<file path="src/rtl/lxc_pkg.sv">
package lxc_pkg;
    timeunit 1ns;
    timeprecision 1ps;

    localparam int BYTE_W = 8;
    localparam int NBYTES = 3;
    localparam int WORD_W = BYTE_W * NBYTES;

    typedef enum logic [2:0] {
        LK_NONE,
        LK_A0,
        LK_A1,
        LK_A3,
        LK_B2,
        LK_B3
    } latch_e;

    typedef struct packed {
        logic   bus_b;
        logic   ans;
        latch_e lsel;
    } xfer_cfg_t;

    // Turn a control byte into bus, answer and latch choice
    function automatic xfer_cfg_t decode_ctrl(input logic [BYTE_W-1:0] c);
        xfer_cfg_t r;
        r.bus_b = ~c[6];
        r.ans   = c[6] & c[5];
        if (c[6]) begin
            case (c[1:0])
                2'b01:   r.lsel = LK_A0;
                2'b10:   r.lsel = LK_A1;
                2'b00:   r.lsel = LK_A3;
                default: r.lsel = LK_NONE;
            endcase
        end else if (c[3]) begin
            r.lsel = LK_B3;
        end else if (c[2]) begin
            r.lsel = LK_B2;
        end else begin
            r.lsel = LK_NONE;
        end
        return r;
    endfunction
endpackage

</file>
<file path="src/rtl/lxc_regs.sv">
module lxc_regs
    import lxc_pkg::*;
(
    input  logic              clk,
    input  logic              rst,
    input  logic              wr_en,
    input  logic [2:0]        addr,
    input  logic [BYTE_W-1:0] wdata,
    input  logic              busy,
    input  logic              rx_load,
    input  logic [WORD_W-1:0] rx_word,
    output logic [BYTE_W-1:0] rdata,
    output logic [WORD_W-1:0] tx_word,
    output logic [BYTE_W-1:0] sw_q,
    output logic              go,
    output logic              sw_zero_wr
);
    timeunit 1ns;
    timeprecision 1ps;

    logic [BYTE_W-1:0] tx_r [NBYTES];
    logic [BYTE_W-1:0] rx_r [NBYTES];
    logic [BYTE_W-2:0] ctrl_r;

    always_ff @(posedge clk) begin
        if (rst) begin
            for (int i = 0; i < NBYTES; i++) begin
                tx_r[i] <= '0;
                rx_r[i] <= '0;
            end
            ctrl_r <= '0;
            sw_q   <= '0;
        end else begin
            for (int i = 0; i < NBYTES; i++) begin
                if (wr_en && !busy && addr == 3'(i)) tx_r[i] <= wdata;
                if (rx_load) rx_r[i] <= rx_word[WORD_W-1-BYTE_W*i -: BYTE_W];
            end
            if (wr_en && !busy && addr == 3'd3) ctrl_r <= wdata[BYTE_W-2:0];
            if (wr_en && addr == 3'd7) sw_q <= wdata;
        end
    end

    for (genvar g = 0; g < NBYTES; g++) begin : g_txw
        assign tx_word[WORD_W-1-BYTE_W*g -: BYTE_W] = tx_r[g];
    end

    always_comb begin
        case (addr)
            3'd0:    rdata = tx_r[0];
            3'd1:    rdata = tx_r[1];
            3'd2:    rdata = tx_r[2];
            3'd3:    rdata = {busy, ctrl_r};
            3'd4:    rdata = rx_r[0];
            3'd5:    rdata = rx_r[1];
            3'd6:    rdata = rx_r[2];
            default: rdata = sw_q;
        endcase
    end

    assign go         = wr_en && !busy && addr == 3'd3 && wdata[BYTE_W-1];
    assign sw_zero_wr = wr_en && addr == 3'd7 && wdata == '0;


    busy_wr_ignored_chk: assert property (@(posedge clk) disable iff (rst)
        (busy && wr_en && addr < 3'd4) |=> $stable(tx_word));
endmodule

</file>
<file path="src/rtl/lxc_shift.sv">
module lxc_shift
    import lxc_pkg::*;
#(
    parameter int DIV = 4
) (
    input  logic              clk,
    input  logic              rst,
    input  logic              start,
    input  xfer_cfg_t         cfg_in,
    input  logic [WORD_W-1:0] word_in,
    input  logic              sdi,
    output logic              busy,
    output xfer_cfg_t         cfg_q,
    output logic              a_sclk,
    output logic              a_sdo,
    output logic              b_sclk,
    output logic              b_sdo,
    output logic              send_end,
    output logic              recv_end,
    output logic              irq_send,
    output logic              irq_rec,
    output logic [WORD_W-1:0] rx_word
);
    timeunit 1ns;
    timeprecision 1ps;

    localparam int PER = 2 * DIV;
    localparam int PW  = $clog2(PER);
    localparam int BW  = $clog2(WORD_W);

    typedef enum logic [1:0] {ST_IDLE, ST_SEND, ST_RECV} st_e;

    st_e               st;
    logic [PW-1:0]     ph;
    logic [BW-1:0]     bitn;
    logic [WORD_W-1:0] sreg;
    logic [WORD_W-1:0] sin;
    logic              period_end, last, sclk_on;

    assign period_end = ph == PW'(PER - 1);
    assign last       = period_end && bitn == BW'(WORD_W - 1);
    assign send_end   = st == ST_SEND && last;
    assign recv_end   = st == ST_RECV && last;
    assign busy       = st != ST_IDLE;
    assign sclk_on    = busy && ph >= PW'(DIV);

    assign a_sclk  = sclk_on && !cfg_q.bus_b;
    assign b_sclk  = sclk_on && cfg_q.bus_b;
    assign a_sdo   = st == ST_SEND && !cfg_q.bus_b && sreg[WORD_W-1];
    assign b_sdo   = st == ST_SEND && cfg_q.bus_b && sreg[WORD_W-1];
    assign rx_word = sin;

    always_ff @(posedge clk) begin
        if (rst) begin
            st       <= ST_IDLE;
            ph       <= '0;
            bitn     <= '0;
            sreg     <= '0;
            sin      <= '0;
            cfg_q    <= '0;
            irq_send <= 1'b0;
            irq_rec  <= 1'b0;
        end else begin
            irq_send <= send_end;
            irq_rec  <= recv_end;
            if (st == ST_IDLE) begin
                if (start) begin
                    st    <= ST_SEND;
                    ph    <= '0;
                    bitn  <= '0;
                    sreg  <= word_in;
                    cfg_q <= cfg_in;
                end
            end else begin
                if (period_end) begin
                    ph   <= '0;
                    bitn <= bitn + 1'b1;
                    if (st == ST_SEND) sreg <= sreg << 1;
                end else begin
                    ph <= ph + 1'b1;
                end
                if (st == ST_RECV && ph == PW'(DIV - 1)) sin <= {sin[WORD_W-2:0], sdi};
                if (last) begin
                    bitn <= '0;
                    st   <= (st == ST_SEND && cfg_q.ans) ? ST_RECV : ST_IDLE;
                end
            end
        end
    end


    rec_needs_ans_chk: assert property (@(posedge clk) disable iff (rst)
        irq_rec |-> (cfg_q.ans && !cfg_q.bus_b));


    send_pulse_chk: assert property (@(posedge clk) disable iff (rst)
        irq_send |=> !irq_send);
endmodule

</file>
<file path="src/rtl/lxc_latch.sv">
module lxc_latch
    import lxc_pkg::*;
#(
    parameter int PRESCALE  = 16,
    parameter int LATCH_CYC = 8
) (
    input  logic              clk,
    input  logic              rst,
    input  logic              start,
    input  latch_e            kind_in,
    input  logic [BYTE_W-1:0] sw,
    input  logic              sw_zero_wr,
    input  logic              hold,
    output logic [2:0]        a_lat,
    output logic [1:0]        b_lat
);
    timeunit 1ns;
    timeprecision 1ps;

    localparam int CW = BYTE_W + $clog2(PRESCALE + 1) + $clog2(LATCH_CYC + 1);

    latch_e        kind;
    logic          on;
    logic          hflag;
    logic [CW-1:0] cnt;
    logic          strobe_on;

    assign strobe_on = on && kind == LK_A3;

    always_ff @(posedge clk) begin
        if (rst) begin
            kind  <= LK_NONE;
            on    <= 1'b0;
            hflag <= 1'b0;
            cnt   <= '0;
        end else begin
            hflag <= hold && (strobe_on || hflag);
            if (start) begin
                kind <= kind_in;
                case (kind_in)
                    LK_NONE: on <= 1'b0;
                    LK_A3: begin
                        on  <= sw != '0;
                        cnt <= CW'(sw) * CW'(PRESCALE);
                    end
                    default: begin
                        on  <= 1'b1;
                        cnt <= CW'(LATCH_CYC);
                    end
                endcase
            end else if (on) begin
                if (kind == LK_A3 && sw_zero_wr) on <= 1'b0;
                else if (cnt == CW'(1)) on <= 1'b0;
                else cnt <= cnt - 1'b1;
            end
        end
    end

    assign a_lat[0] = on && kind == LK_A0;
    assign a_lat[1] = on && kind == LK_A1;
    assign a_lat[2] = strobe_on || hflag;
    assign b_lat[0] = on && kind == LK_B2;
    assign b_lat[1] = on && kind == LK_B3;


    zero_width_chk: assert property (@(posedge clk) disable iff (rst)
        (start && kind_in == LK_A3 && sw == '0 && !strobe_on && !hflag) |=> !a_lat[2]);


    hold_keeps_chk: assert property (@(posedge clk) disable iff (rst)
        (hflag && hold) |=> a_lat[2]);
endmodule

</file>
<file path="src/rtl/latch_xfer_ctrl.sv">
module latch_xfer_ctrl
    import lxc_pkg::*;
#(
    parameter int DIV       = 4,
    parameter int PRESCALE  = 16,
    parameter int LATCH_CYC = 8
) (
    input  logic              clk,
    input  logic              rst,
    input  logic              wr_en,
    input  logic [2:0]        addr,
    input  logic [BYTE_W-1:0] wdata,
    output logic [BYTE_W-1:0] rdata,
    input  logic              a_sdi,
    input  logic              hold,
    output logic              a_sclk,
    output logic              a_sdo,
    output logic              b_sclk,
    output logic              b_sdo,
    output logic [2:0]        a_lat,
    output logic [1:0]        b_lat,
    output logic              irq_send,
    output logic              irq_rec
);
    timeunit 1ns;
    timeprecision 1ps;

    logic              busy, go, sw_zero_wr, send_end, recv_end;
    logic [WORD_W-1:0] tx_word, rx_word;
    logic [BYTE_W-1:0] sw_q;
    xfer_cfg_t         cfg_q;

    lxc_regs u_regs (
        .clk(clk), .rst(rst), .wr_en(wr_en), .addr(addr), .wdata(wdata),
        .busy(busy), .rx_load(recv_end), .rx_word(rx_word), .rdata(rdata),
        .tx_word(tx_word), .sw_q(sw_q), .go(go), .sw_zero_wr(sw_zero_wr)
    );

    lxc_shift #(.DIV(DIV)) u_shift (
        .clk(clk), .rst(rst), .start(go), .cfg_in(decode_ctrl(wdata)),
        .word_in(tx_word), .sdi(a_sdi), .busy(busy), .cfg_q(cfg_q),
        .a_sclk(a_sclk), .a_sdo(a_sdo), .b_sclk(b_sclk), .b_sdo(b_sdo),
        .send_end(send_end), .recv_end(recv_end), .irq_send(irq_send),
        .irq_rec(irq_rec), .rx_word(rx_word)
    );

    lxc_latch #(.PRESCALE(PRESCALE), .LATCH_CYC(LATCH_CYC)) u_latch (
        .clk(clk), .rst(rst), .start(send_end), .kind_in(cfg_q.lsel), .sw(sw_q),
        .sw_zero_wr(sw_zero_wr), .hold(hold), .a_lat(a_lat), .b_lat(b_lat)
    );


    bus_excl_chk: assert property (@(posedge clk) disable iff (rst)
        !((a_sclk || a_sdo) && (b_sclk || b_sdo)));


    one_latch_chk: assert property (@(posedge clk) disable iff (rst)
        $onehot0({a_lat, b_lat}));
endmodule

</file>
<file path="config.mk">
export PLATFORM = sky130hd
export DESIGN_NAME = latch_xfer_ctrl
export DESIGN_NICKNAME = d
export VERILOG_FILES = /design/src/rtl/lxc_pkg.sv /design/src/rtl/lxc_regs.sv /design/src/rtl/lxc_shift.sv /design/src/rtl/lxc_latch.sv /design/src/rtl/latch_xfer_ctrl.sv
export SDC_FILE = /design/constraint.sdc
export NUM_CORES = 1
export LEC_CHECK = 0
export BUFFER_PORTS_ARGS = -buffer_cell sky130_fd_sc_hd__buf_2
export CAP_MARGIN = 20
export CORE_UTILIZATION = 66
export CTS_CLUSTER_SIZE = 25
export DETAILED_ROUTE_END_ITERATION = 8
export GPL_ROUTABILITY_DRIVEN = 0
export PLACE_DENSITY = 0.92
export SKIP_LAST_GASP = 1
export SYNTH_ARGS = -nofsm -noshare
export SYNTH_HDL_FRONTEND = slang
export SYNTH_HIERARCHICAL = 1
export SYNTH_SLANG_ARGS = --single-unit
</file>
<file path="constraint.sdc">
create_clock -name clk -period 5.1 [get_ports clk]
set_input_delay 1.275 -clock clk [delete_from_list [all_inputs] [get_ports clk]]
set_output_delay 1.275 -clock clk [all_outputs]
set_load 0.05 [all_outputs]
</file>
==> summary.md <==
| Metric | Value |
|---|---|
| Die X-Extent | `104.9 um` |
| Filler Cell Count | `663` |
| Residual DRC | `0` |
| Number of nets in the finished design | `742` |
| Max transition margin | `38.39%` |
| Pin count of the biggest net entering global routing | `48` |
| Share of the synthesized area in the top cell type | `29.20%` |
| Overall die height | `104.9 um` |
| Die area | `11,010 sq um` |
| Initial antenna violation count | `0` |
| Post-CTS setup repair buffer count | `0` |
| Sinks on Clock Net | `150` |
| Required time at the endpoint of the critical path | `3.83 ns` |
| Clock root buffer | `clkbuf_8` |
| Max Clock Skew | `0.008992 ns` |
| Type of the worst setup path | `in -> out` |
| Setup total negative slack | `0 ns` |
| Post-Syn Area per Cell | `9.919 sq um` |
| Number of global-route vias before repair | `5,409` |
| Synth Register Bits | `150` |
| Commonest cells in the synthesized netlist | `dfxtp_1 (102), a21oi_1 (99), nand2_1 (90)` |
| Unrepaired setup endpoints after global routing | `false` |
| Wire length after detailed routing | `17,720 um` |
| Final setup vio count | `0` |
| Clock latency at the later pin of the worst-skew pair | `0.53 ns` |
| Number of hold-repair buffers added at the cts stage | `0` |
| # port buffers | `34` |
| Number of distinct library cell variants in the gate-level netlist after synthesis | `80` |
| Number of failing hold endpoints at the final stage | `0` |
| Number of design-rule violations left by the first detailed-router iteration | `754` |
| Deepest clock path buffer count | `2` |
| TritonRoute pass-1 iters | `6` |
| Per-cell via count in the routed design | `6.632` |
| Total half-perimeter wirelength after legalization and detailed placement | `11,380 um` |
| Power Dens Cells | `343.5 nW/um^2` |
| Cell count after synthesis | `705` |
| Fin crit share | `83.40%` |
| Max Clock Freq | `235.1 MHz` |
| Count of standard-cell rows | `37` |
| Maximum VDD drop | `0.2575 mV` |
| Total chip power | `2.647 mW` |
| # H-tree levels | `4` |
| Leakage Power | `2.977 nW` |
| WL/cell | `20.40 um` |
| Total met2 wirelength after detailed routing | `8745 um` |
| Post-route antenna net violation count | `0` |
| Most common flop cell mapped by yosys | `dfxtp_1` |
| Global-route congestion overflow total | `0` |
| Area of the core | `10,280 sq um` |
| Clock transition at the registers of the reported paths | `0.06 ns` |
| Routed met1 length | `6989 um` |
| Uppermost layer routed | `met4` |
| CP startpoint kind | `input pin` |
| Async SR Flop Fraction | `0%` |
| Diode count | `0` |
| All-layer global routing usage | `32.21%` |
| Portion of the post-synthesis area used by sequential elements | `49.81%` |
| Data arrival, critical path | `2.98 ns` |
| Synthesized cell area | `6993 sq um` |
| Overall via count from detail_route | `5,763` |
| Clock buffers created by TritonCTS | `17` |
| Post-synth EDFFs | `48` |
| Final Max Tran Viols | `0` |
| Initial standard-cell utilization of the core | `68.04%` |
| Share of final-layout standard cells stronger than drive strength 1 | `14.46%` |
| Hold crit path type | `reg -> reg` |
| Critical Path Sink Type | `output port` |
| Actual slew at the worst max-slew pin | `0.9213 ns` |
| Wire length of the first global-routing pass | `27,310 um` |
| Cell taking the most area after synthesis | `dfxtp_1` |
| Met3 wire length | `1466 um` |
| YS warnings | `6` |
| Num ports | `35` |
| Most frequent cell after synthesis | `dfxtp_1` |
| Max Cap Viol | `0` |
| Relative area change from synthesis to final layout | `10.18%` |
| Leading cell types by total area after synthesis | `dfxtp_1 (29%), edfxtp_1 (21%), a21oi_1 (7.1%), mux2i_1 (5.3%), nand2_1 (4.8%)` |
| CTS tree | `done` |
| Synthesized Nets | `727` |
| Worst Path Max Fanout | `24` |
| Post-route minimum period | `4.253 ns` |
| Result of the run | `finished clean` |
| Post-CTS resize count | `0` |
routing by layer:
layer | global-route usage [%] | up-vias
met1 | 40.14 | 2746
met5 | 0 | -
met4 | 15.09 | 0
met3 | 7.673 | 54
li1 | - | 2635
met2 | 52.93 | 328
power breakdown:
group          internal [mW]  switching [mW]
registers               1.26          0.0192
logic                 0.0461           0.114
clock network          0.710           0.502
total                   2.01           0.635
flip-flops by register name, indices dropped and copies added (netlist names):
signal            count
u_shift/irq_rec       1
u_latch/hflag         1
u_regs/ctrl_r         7
u_shift/cfg_q         5
u_shift/rx_word      24
u_shift/bitn          5
u_latch/on            1
u_latch/kind          3
u_latch/cnt          17
u_shift/st            2
u_regs/rx_r          24
u_shift/irq_send      1
u_regs/tx_r          24
u_shift/ph            3
u_regs/sw_q           8
u_shift/sreg         24
layout by cell type (no fill, tap or decap), types with 8 or more instances in the layout:
cell type,n
a221oi_1,10
nor2_1,31
clkbuf_16,18
dfxtp_1,102
nand3_1,13
or3_1,10
nor3_1,8
a21oi_1,99
buf_2,35
a22oi_1,9
edfxtp_1,48
and2_1,34
o21ai_0,10
inv_1,14
mux2i_1,37
nand2_1,90
a311oi_1,24
metrics by stage:
| step | hold slack [ns] | cells | setup WS [ns] | util [%] | instance area, sq um |
|---|---|---|---|---|---|
| floorplan | 0.4317 | 705 | 1.359 | - | 6993 |
| global placement | 0.4410 | 833 | 0.9729 | 68.85 | 7076 |
| detailed placement | 0.4570 | 834 | 0.8169 | 68.89 | 7081 |
| CTS | 0.4629 | 866 | 0.9104 | 74.58 | 7665 |
| global route | 0.4805 | 869 | 0.7792 | 74.97 | 7705 |
| finish | 0.4602 | 869 | 0.8467 | 74.97 | 7705 |
worst paths after layout:
| kind | end | start | slack [ns] | cells after the start |
|---|---|---|---|---|
| setup reg to reg | u_shift/sreg[1] | u_shift/st[0] | 1.33 | 8 |
| hold / removal | u_shift/rx_word[9] | u_shift/rx_word[8] | 0.46 | 2 |
| hold reg to reg | u_shift/rx_word[9] | u_shift/rx_word[8] | 0.46 | 2 |
| setup / recovery | rdata[4] | addr[0] | 0.85 | 6 |
cell type report:
cell class	instances	area [sq um]	area share [%]
Sequential cell	150	3483	45.21
Multi-Input combinational cell	495	3177	41.23
Clock buffer	20	467.9	6.073
Timing Repair Buffer	40	230.2	2.988
Tap cell	136	170.2	2.209
Clock inverter	12	116.4	1.510
Inverter	16	60.06	0.7795
logic make-up after synthesis:
group,Yosys count,synth area share (%)
compound gates,192,18.02
fa+ha+maj,6,1.074
xor+xnor,2,0.2505
flops,150,49.81
buf+inv,60,4.759
simple gates,255,20.15
mux,40,5.940
worst max-delay path: stages:
cell	delay, ns
buf_2	0.42
nor2b_1	0.43
a221oi_1	0.24
a21oi_1	0.20
o22a_1	0.15
buf_2	0.25
(Power assumes the default switching activity.)
